`config.mk`:
```
export PLATFORM = sky130hd
export DESIGN_NAME = impl_monitor
export DESIGN_NICKNAME = d
export VERILOG_FILES = /design/src/rtl/impl_pkg.sv /design/src/rtl/impl_history.sv /design/src/rtl/impl_tap.sv /design/src/rtl/impl_cross_reg.sv /design/src/rtl/impl_sticky.sv /design/src/rtl/impl_monitor.sv
export SDC_FILE = /design/constraint.sdc
export NUM_CORES = 1
export LEC_CHECK = 0
export ABC_AREA = 1
export ABC_CLOCK_PERIOD_IN_PS = 1300
export BUFFER_PORTS_ARGS = -buffer_cell sky130_fd_sc_hd__buf_2
export CAP_MARGIN = 20
export CORE_UTILIZATION = 36
export CTS_BUF_LIST = sky130_fd_sc_hd__clkbuf_4
export CTS_CLUSTER_SIZE = 12
export DETAILED_ROUTE_END_ITERATION = 16
export HOLD_SLACK_MARGIN = 0.15
export SLEW_MARGIN = 5
export SYNTH_ARGS = -nofsm -noshare
export SYNTH_HDL_FRONTEND = slang
export SYNTH_HIERARCHICAL = 1
export SYNTH_SLANG_ARGS = --single-unit
```
`constraint.sdc`:
```
create_clock -name clk -period 1.3 [get_ports clk]
set_input_delay 0.13 -clock clk [delete_from_list [all_inputs] [get_ports clk]]
set_output_delay 0.13 -clock clk [all_outputs]
set_load 0.005 [all_outputs]
```
`src/rtl/impl_pkg.sv`:
```
package impl_pkg;

   // Rule class codes held in the 2-bit class field of each entry.
   typedef enum logic [1:0] {
      CLS_SAME    = 2'b00,
      CLS_SETTLED = 2'b01,
      CLS_CROSS   = 2'b10,
      CLS_NONE    = 2'b11
   } impl_cls_e;

   // Index width needed to address a watched vector of the given width.
   function automatic int unsigned idx_width(input int unsigned sig_w);
      return (sig_w > 1) ? $clog2(sig_w) : 1;
   endfunction

   // Width of one packed rule: enable, class, two indices, two values.
   function automatic int unsigned entry_width(input int unsigned idx_w);
      return 2 * idx_w + 5;
   endfunction

endpackage

```
`src/rtl/impl_history.sv`:
```
// One-bit history of valid cycles since reset. It is low during reset and
// during the first cycle after reset, and high from the second cycle onward.
module impl_history (
   input  logic clk,
   input  logic rst_n,
   output logic arm_o
);

   logic seen_q;

   always_ff @(posedge clk or negedge rst_n) begin
      if (!rst_n) seen_q <= 1'b0;
      else        seen_q <= 1'b1;
   end

   assign arm_o = seen_q;

endmodule

```
`src/rtl/impl_tap.sv`:
```
// Selects the antecedent and consequent bits of one rule and compares each
// against its expected value.
module impl_tap #(
   parameter int unsigned IDX_W = 4
) (
   input  logic [(2**IDX_W)-1:0] sig_pad,
   input  logic [IDX_W-1:0]      ante_idx,
   input  logic                  ante_val,
   input  logic [IDX_W-1:0]      cons_idx,
   input  logic                  cons_val,
   output logic                  ante_hit,
   output logic                  cons_bad
);

   always_comb begin
      ante_hit = (sig_pad[ante_idx] == ante_val);
      cons_bad = (sig_pad[cons_idx] != cons_val);
   end

endmodule

```
`src/rtl/impl_cross_reg.sv`:
```
// Holds the antecedent match of a cross-cycle rule across one clock edge and
// judges the consequent in the following cycle.
module impl_cross_reg (
   input  logic clk,
   input  logic rst_n,
   input  logic arm,
   input  logic is_cross,
   input  logic ante_hit,
   input  logic cons_bad,
   output logic viol
);

   logic ante_q;

   always_ff @(posedge clk or negedge rst_n) begin
      if (!rst_n) ante_q <= 1'b0;
      else        ante_q <= is_cross & ante_hit;
   end

   assign viol = arm & is_cross & ante_q & cons_bad;

endmodule

```
`src/rtl/impl_sticky.sv`:
```
// ORs the violation bits of all rules and keeps the result until cleared.
module impl_sticky #(
   parameter int unsigned N_IMPL = 8
) (
   input  logic              clk,
   input  logic              rst_n,
   input  logic              clr_err,
   input  logic [N_IMPL-1:0] viol,
   output logic              err_o
);

   logic err_q;
   logic any_viol;

   assign any_viol = |viol;

   always_ff @(posedge clk or negedge rst_n) begin
      if (!rst_n)       err_q <= 1'b0;
      else if (clr_err) err_q <= 1'b0;
      else if (any_viol) err_q <= 1'b1;
   end

   assign err_o = err_q;

endmodule

```
`src/rtl/impl_monitor.sv`:
```
module impl_monitor #(
   parameter int unsigned SIG_W    = 16,
   parameter int unsigned N_IMPL   = 8,
   parameter bit          CROSS_EN = 1'b1,
   localparam int unsigned IDX_W   = impl_pkg::idx_width(SIG_W),
   localparam int unsigned E_W     = impl_pkg::entry_width(IDX_W)
) (
   input  logic                    clk,
   input  logic                    rst_n,
   input  logic                    clr_err,
   input  logic [SIG_W-1:0]        sig_i,
   input  logic [N_IMPL*E_W-1:0]   cfg_i,
   output logic [N_IMPL-1:0]       viol_o,
   output logic                    err_o
);

   import impl_pkg::*;

   localparam int unsigned PAD_W   = 2 ** IDX_W;
   localparam int unsigned OFF_CV  = 0;
   localparam int unsigned OFF_CI  = 1;
   localparam int unsigned OFF_AV  = IDX_W + 1;
   localparam int unsigned OFF_AI  = IDX_W + 2;
   localparam int unsigned OFF_CLS = 2 * IDX_W + 2;
   localparam int unsigned OFF_EN  = 2 * IDX_W + 4;

   if (N_IMPL < 1 || N_IMPL > 32) begin : g_bad_n
      $error("impl_monitor: N_IMPL must lie in 1..32");
   end
   if (SIG_W < 2) begin : g_bad_w
      $error("impl_monitor: SIG_W must be at least 2");
   end

   // Watched vector padded to a power of two; indices past SIG_W read 0.
   logic [PAD_W-1:0]    sig_pad;
   logic                arm_q;
   logic [N_IMPL-1:0]   en_v;
   logic [2*N_IMPL-1:0] cls_v;

   if (PAD_W > SIG_W) begin : g_pad
      assign sig_pad = {{(PAD_W-SIG_W){1'b0}}, sig_i};
   end else begin : g_nopad
      assign sig_pad = sig_i;
   end

   impl_history u_hist (
      .clk   (clk),
      .rst_n (rst_n),
      .arm_o (arm_q)
   );

   for (genvar i = 0; i < N_IMPL; i++) begin : g_rule
      logic [E_W-1:0]   ent;
      logic [IDX_W-1:0] ante_idx;
      logic [IDX_W-1:0] cons_idx;
      logic             ante_val;
      logic             cons_val;
      logic [1:0]       cls;
      logic             ante_hit;
      logic             cons_bad;
      logic             same_viol;
      logic             cross_viol;

      assign ent      = cfg_i[i*E_W +: E_W];
      assign cons_val = ent[OFF_CV];
      assign cons_idx = ent[OFF_CI +: IDX_W];
      assign ante_val = ent[OFF_AV];
      assign ante_idx = ent[OFF_AI +: IDX_W];
      assign cls      = ent[OFF_CLS +: 2];
      assign en_v[i]  = ent[OFF_EN];
      assign cls_v[2*i +: 2] = cls;

      impl_tap #(.IDX_W(IDX_W)) u_tap (
         .sig_pad  (sig_pad),
         .ante_idx (ante_idx),
         .ante_val (ante_val),
         .cons_idx (cons_idx),
         .cons_val (cons_val),
         .ante_hit (ante_hit),
         .cons_bad (cons_bad)
      );

      always_comb begin
         same_viol = 1'b0;
         if (en_v[i] && ante_hit && cons_bad) begin
            if (cls == CLS_SAME)                same_viol = 1'b1;
            else if (cls == CLS_SETTLED && arm_q) same_viol = 1'b1;
         end
      end

      if (CROSS_EN) begin : g_cross
         impl_cross_reg u_xreg (
            .clk      (clk),
            .rst_n    (rst_n),
            .arm      (arm_q),
            .is_cross (en_v[i] && (cls == CLS_CROSS)),
            .ante_hit (ante_hit),
            .cons_bad (cons_bad),
            .viol     (cross_viol)
         );
      end else begin : g_nocross
         assign cross_viol = 1'b0;
      end

      assign viol_o[i] = same_viol | cross_viol;
   end

   impl_sticky #(.N_IMPL(N_IMPL)) u_sticky (
      .clk     (clk),
      .rst_n   (rst_n),
      .clr_err (clr_err),
      .viol    (viol_o),
      .err_o   (err_o)
   );

endmodule

```
## Word level (Yosys, flattened, before mapping)

Index checks and enable logic that the tools add are counted.

| storage, ports and cells | value |
|---|---|
| bits in registers | 10 |
| output and inout bits | 9 |
| logic and storage cells | 198 |

| cells by class | value |
|---|---|
| magnitude comparators | 16 |
| equal/unequal tests | 32 |
| multiplexer cells | 58 |
| bitwise gates (word level) | 40 |
| reductions and logical operators | 42 |

Operator list:

| cell | number |
|---|---|
| < comparator 4 x 5 -> 1 bit, second input constant | 16 |
| binary-select mux 1 bit (select 4 bit) | 16 |
| two-way mux 1 bit | 42 |
| bitwise AND 1 bit | 32 |
| logical AND 1 bit | 32 |
| == test 2 x 1 -> 1 bit, second input constant | 8 |
| == test 2 bit, second input constant | 8 |
| logical NOT 2 bit | 8 |
| == test 1 bit | 8 |
| inequality test 1 bit | 8 |
| OR 1 bit | 8 |
| OR reduction 8 bit | 1 |
| nonzero test 2 bit | 1 |

## Longest topological paths before layout

| logic depth | value |
|---|---|
| word-level depth | 10 |
| gate-level depth with buffers | 17 |

## By module

Netlist, hierarchy kept.

By module, submodules not included:

| module | times used | cells an instance | area each (µm²) | sequential area each (µm²) |
|---|---|---|---|---|
| impl_tap | 8 | 96 | 485.5 | 0.0 |
| impl_cross_reg | 8 | 6 | 43.8 | 25.0 |
| impl_monitor | 1 | 81 | 314.1 | 0.0 |
| impl_sticky | 1 | 10 | 60.1 | 25.0 |
| impl_history | 1 | 2 | 28.8 | 25.0 |

## Worst setup path after synthesis

No wires, ideal clock.

| timing | value |
|---|---|
| path kind | input to register |
| start point | in cfg_i[53] |
| end point | reg u_sticky.err_q (netlist: u_sticky/err_o) |
| data arrival time | 1.215 ns |
| setup slack | -0.031 ns |
| stages on the path | 17 |
| cell sequence | buf_6 inv_6 nand2_2 nand3_1 nand3_2 nand3_2 nand2_1 nand2_1 nand2_1 nand2_1 inv_1 nand3_1 nand2_1 nor2_1 nand3_1 nor2_1 nor2_1 |

| between the ends | value |
|---|---|
| word-level cells in the longest chain between the ends | 8 |
| elaborated cells between the ends (all ways) | 9 |
| classes of those cells | 1 x eq/ne; 3 x mux; 2 x bitwise; 3 x reduce/logical |

RTL lines:

| what | RTL line | text |
|---|---|---|
| start, declared | impl_monitor.sv:12 | `input logic [N_IMPL*E_W-1:0] cfg_i,` |
| binary-select mux 1 bit (select 4 bit) (*) | impl_tap.sv:17 | `cons_bad = (sig_pad[cons_idx] != cons_val);` |
| two-way mux 1 bit (not written as such) (*) | impl_tap.sv:17 |  |
| inequality test 1 bit (*) | impl_tap.sv:17 |  |
| named net g_rule[4].cons_bad | impl_monitor.sv:60 | `logic cons_bad;` |
| logical AND 1 bit | impl_monitor.sv:85 | `if (en_v[i] && ante_hit && cons_bad) begin` |
| two-way mux 1 bit | impl_monitor.sv:85 |  |
| OR 1 bit (*) | impl_monitor.sv:105 | `assign viol_o[i] = same_viol \| cross_viol;` |
| named net viol_o[4] | impl_monitor.sv:13 | `output logic [N_IMPL-1:0] viol_o,` |
| OR reduction 8 bit (*) | impl_sticky.sv:15 | `assign any_viol = \|viol;` |
| nonzero test 2 bit (no line) (*) | n/a |  |
| end signal, assigned | impl_sticky.sv:18 | `if (!rst_n) err_q <= 1'b0;` |
| end signal, assigned | impl_sticky.sv:19 | `else if (clr_err) err_q <= 1'b0;` |
| end signal, assigned | impl_sticky.sv:20 | `else if (any_viol) err_q <= 1'b1;` |
| end, declared | impl_sticky.sv:12 | `logic err_q;` |

Mark *: on every way through the listed nets, which the timed path passes. The rest lies on a longest branch. The select of a mux whose other input is x is not followed.
A chain may end at the register's enable or synchronous reset.

## Final worst setup path

| timing | value |
|---|---|
| start point | in sig_i[10] |
| end point | out viol_o[6] |

| between the ends | value |
|---|---|
| word-level cells in the longest chain between the ends | 7 |
| elaborated cells between the ends (all ways) | 11 |
| classes of those cells | 2 x eq/ne; 5 x mux; 2 x bitwise; 2 x reduce/logical |

RTL lines:

| what | RTL line | text |
|---|---|---|
| start, declared | impl_monitor.sv:11 | `input logic [SIG_W-1:0] sig_i,` |
| binary-select mux 1 bit (select 4 bit) | impl_tap.sv:16 | `ante_hit = (sig_pad[ante_idx] == ante_val);` |
| two-way mux 1 bit (not written as such) | impl_tap.sv:16 |  |
| == test 1 bit | impl_tap.sv:16 |  |
| named net g_rule[6].ante_hit | impl_monitor.sv:59 | `logic ante_hit;` |
| logical AND 1 bit (2 in a row) | impl_monitor.sv:85 |  |
| two-way mux 1 bit | impl_monitor.sv:85 |  |
| OR 1 bit | impl_monitor.sv:105 |  |
| end, declared | impl_monitor.sv:13 |  |

The timed path passes the listed nets, and every way through them passes these cells. The select of a mux whose other input is x is not followed.

==> flow_results.xml <==
<?xml version="1.0" encoding="UTF-8"?>
<metrics>
  <group name="status">
    <metric name="outcome" unit="">complete, but fails checks</metric>
    <metric name="failed_checks" unit="">negative setup slack</metric>
  </group>
  <group name="die">
    <metric name="dieArea" unit="mm²">0.01334</metric>
    <metric name="initial_utilization" unit="%">36.89</metric>
    <metric name="dieWidth" unit="µm">115.5</metric>
    <metric name="core.rowCount" unit="">41</metric>
    <metric name="core_area" unit="mm²">0.01257</metric>
    <metric name="ios" unit="">132</metric>
    <metric name="die_h" unit="µm">115.5</metric>
  </group>
  <group name="place">
    <metric name="dp.cells" unit="">1223</metric>
    <metric name="port_buffers" unit="">131</metric>
    <metric name="globalplace.congestion" unit="">0.9221</metric>
    <metric name="pre_cts_slack" unit="ps">-431.4</metric>
    <metric name="cell_area_reported_after_detailed_placement" unit="mm²">0.005595</metric>
    <metric name="hpwlAfterDp" unit="µm">13180</metric>
  </group>
  <group name="critical_path">
    <metric name="critical-path-slowest-cell" unit="">sky130_fd_sc_hd__buf_6</metric>
    <metric name="critPathLaunch" unit="">sig_i[10]</metric>
    <metric name="critical_path_arrival" unit="ps">1380</metric>
    <metric name="cp_cell_sequence" unit="">buf_8 &gt; buf_6 &gt; buf_6 &gt; inv_2 &gt; nand2_1 &gt; nand3_1 &gt; nand3_1 &gt; nand3_1 &gt; nand3_1 &gt; nand2_1 &gt; inv_1 &gt; nor2_1 &gt; nand3_1 &gt; nand2_2 &gt; buf_2</metric>
    <metric name="critical_path_peak_fanout" unit="">5</metric>
    <metric name="worstSetupEndpointType" unit="">output port</metric>
    <metric name="path_common_cell" unit="">sky130_fd_sc_hd__nand3_1</metric>
    <metric name="worst_path_largest_cell_delay" unit="ps">130</metric>
    <metric name="timing_worst_setup_path_type" unit="">in -&gt; out</metric>
    <metric name="crit_path_start_kind" unit="">input port</metric>
    <metric name="critical_path.reg2reg.startpoint" unit="">u_hist/arm_o</metric>
    <metric name="timing.reg2reg.worst_path_depth" unit="">9</metric>
    <metric name="worstPathRequired" unit="ps">1170</metric>
  </group>
  <group name="pwr">
    <metric name="p_comb_share" unit="%">78.5</metric>
    <metric name="post-layout-total-power" unit="W">0.002633</metric>
    <metric name="pwr-share-seq" unit="%">12.7</metric>
    <metric name="clk_network_pwr_share" unit="%">8.8</metric>
    <metric name="power.internal" unit="W">0.001289</metric>
    <metric name="p_leak" unit="nW">3.978</metric>
    <metric name="worst_case_vdd_ir_drop" unit="mV">0.2359</metric>
    <metric name="power_density" unit="mW/mm²">404.1</metric>
    <metric name="switching_power" unit="W">0.001344</metric>
    <metric name="power.switching_fraction" unit="%">51.04</metric>
  </group>
  <group name="drt">
    <metric name="drt-vias-per-instance" unit="">4.845</metric>
    <metric name="drc" unit="">0</metric>
    <metric name="avgRoutedWirePerCell" unit="µm">13.33</metric>
    <metric name="drt_iter0_drc" unit="">370</metric>
    <metric name="routed_wirelength" unit="µm">16590</metric>
    <metric name="vias" unit="">6032</metric>
    <metric name="drt.antenna.violating_nets" unit="">0</metric>
    <metric name="drt_pass1_iterations" unit="">5</metric>
  </group>
  <group name="global_routing">
    <metric name="grt_overflow_total" unit="">0</metric>
    <metric name="antenna_found_initial" unit="">0</metric>
    <metric name="globalRouteTotalUtil" unit="%">25.07</metric>
    <metric name="grt_pass1_vias" unit="">5537</metric>
    <metric name="first_pass_grt_wire_length" unit="µm">26200</metric>
    <metric name="grt_start_max_net_pins" unit="">11</metric>
  </group>
  <group name="clocking">
    <metric name="total_clock_sinks" unit="">10</metric>
    <metric name="clk_pin_slew" unit="ps">70</metric>
    <metric name="cts_tree" unit="">yes</metric>
    <metric name="h_tree_depth" unit="">1</metric>
    <metric name="clock_insertion_delay_worst_skew" unit="ps">270</metric>
    <metric name="clock_path_buffers" unit="">2</metric>
    <metric name="cts_buffers" unit="">3</metric>
    <metric name="ctsRootBufferMaster" unit="">sky130_fd_sc_hd__clkbuf_4</metric>
  </group>
  <group name="flow_run">
    <metric name="timing.max_cap.violations" unit="">0</metric>
  </group>
  <group name="final_layout">
    <metric name="layout_common_cells" unit="">283 x sky130_fd_sc_hd__nand2_1, 180 x sky130_fd_sc_hd__inv_1, 134 x sky130_fd_sc_hd__nand3_2</metric>
    <metric name="area_delta_synth_final" unit="%">40.56</metric>
    <metric name="final_common_cell" unit="">sky130_fd_sc_hd__nand2_1</metric>
    <metric name="layout.cells.non_filler" unit="">1245</metric>
    <metric name="final_layout_size_suffix_gt1_share" unit="%">41.94</metric>
    <metric name="final_design_area_no_fill" unit="mm²">0.006518</metric>
    <metric name="antenna_diode_count" unit="">0</metric>
    <metric name="nets" unit="">1197</metric>
  </group>
  <group name="yosys">
    <metric name="synth_seq_area_share" unit="%">5.397</metric>
    <metric name="mappedNetlistNets" unit="">1032</metric>
    <metric name="post_synth_instance_area" unit="mm²">0.004637</metric>
    <metric name="ys_ff_latch" unit="">10</metric>
    <metric name="post_synthesis_instance_total" unit="">909</metric>
    <metric name="postSynthAreaPerCell" unit="µm²">5.101</metric>
    <metric name="synthDistinctLibCells" unit="">11</metric>
    <metric name="ys_warns" unit="">6</metric>
  </group>
  <group name="min_path">
    <metric name="worstHoldPathType" unit="">in -&gt; reg</metric>
    <metric name="hold_path_depth" unit="">5</metric>
    <metric name="hold_start" unit="">cfg_i[83]</metric>
  </group>
  <group name="timing">
    <metric name="maxSlewViolCount" unit="">0</metric>
    <metric name="totalNegativeSetupSlack" unit="ps">-1160</metric>
    <metric name="min_period_over_period" unit="%">116.5</metric>
    <metric name="upper_clock_frequency_limit" unit="MHz">660.5</metric>
    <metric name="final_hold_viol_count" unit="">0</metric>
    <metric name="grt_setup_unrepaired" unit="">yes</metric>
    <metric name="worst_slack_setup_final" unit="ps">-214.1</metric>
    <metric name="fin_worst_skew" unit="ps">6.443</metric>
    <metric name="total_setup_violations_reported_at_the_end_of_the_flow" unit="">9</metric>
    <metric name="layout_min_cycle_time" unit="ps">1514</metric>
  </group>
</metrics>
[kinds of logic (layout without fill, tap and decap cells)]
group         Yosys count  in the layout  synth area share (%)
buf+inv               258            422                 25.20
simple gates          640            640                 69.32
other cells             1              1               0.08087
flops                  10             10                 5.397
[timing repair]
item / CTS / global route
pin swaps: 57 / 69
hold endpoints to repair: 19 / 0
hold buffers: 10 / 0
setup buffers: 7 / 2
resized for setup: 149 / 103
cloned: 0 / 0
endpoints found under the setup margin: 9 / 9
[registers in the layout, summed over array words and instances (netlist names)]
signal and count:
g_rule.g_cross.u_xreg/ante_q 8, u_hist/arm_o 1, u_sticky/err_o 1
[synthesized netlist by cell type]
master | number | area, µm²
sky130_fd_sc_hd__inv_2 | 1 | 3.750
sky130_fd_sc_hd__dfrtp_1 | 10 | 250.2
sky130_fd_sc_hd__nand3_2 | 80 | 800.8
sky130_fd_sc_hd__nand2_1 | 321 | 1205
sky130_fd_sc_hd__inv_6 | 16 | 140.1
sky130_fd_sc_hd__buf_6 | 16 | 180.2
sky130_fd_sc_hd__nand2_2 | 40 | 250.2
sky130_fd_sc_hd__conb_1 | 1 | 3.750
sky130_fd_sc_hd__nor2_1 | 30 | 112.6
sky130_fd_sc_hd__inv_1 | 225 | 844.6
sky130_fd_sc_hd__nand3_1 | 169 | 845.8
[stage by stage]
step	util, %	hold slack, ps
2_1_floorplan	-	-165.6
3_3_place_gp	44.52	14.40
3_5_place_dp	44.52	19.61
4_1_cts	49.17	192.0
5_1_grt	51.86	206.7
6_report	51.86	188.6
[final cells by class]
cell class / instances / area (µm²)
Sequential cell: 10 / 250.2
Clock buffer: 3 / 22.52
Inverter: 242 / 1026
Tap cell: 172 / 215.2
Multi-Input combinational cell: 641 / 3616
Timing Repair Buffer: 176 / 1384
Fill cell: 1338 / 6051
Clock inverter: 1 / 3.754
[final timing paths]
check / end / slack [ps]
hold / removal: g_rule[6].g_cross.u_xreg/ante_q / 190
hold reg to reg: u_sticky/err_o / 650
max in group asynchronous: g_rule[3].g_cross.u_xreg/ante_q / 820
setup reg to reg: u_sticky/err_o / -40
min in group asynchronous: g_rule[7].g_cross.u_xreg/ante_q / 260
setup / recovery: viol_o[6] / -210
[power by group through the flow]
| stage | registers (W) | logic, W | clock network, W |
|---|---|---|---|
| floorplan | 0.000339 | 0.00110 | 0 |
| global placement | 0.000338 | 0.00172 | 0 |
| detailed placement | 0.000338 | 0.00172 | 0 |
| CTS | 0.000332 | 0.00193 | 0.000240 |
| global route | 0.000336 | 0.00227 | 0.000254 |
| finish | 0.000334 | 0.00207 | 0.000233 |
[per-layer routing]
metal | up-vias | GRT usage (%) | share of wire (%)
met3 | 22 | 2.772 | 6.0
met5 | - | 0 | 0
li1 | 3086 | - | -
met2 | 214 | 43.87 | 49
met4 | 0 | 5.541 | 2.0
met1 | 2710 | 32.96 | 43
[worst max-delay path: cells and delay by family]
family | cells | cell delay [ps]
buffers and inverters | 6 | 540
AND/OR/NAND/NOR | 9 | 700
No activity file was read; power rests on OpenSTA's default activity.
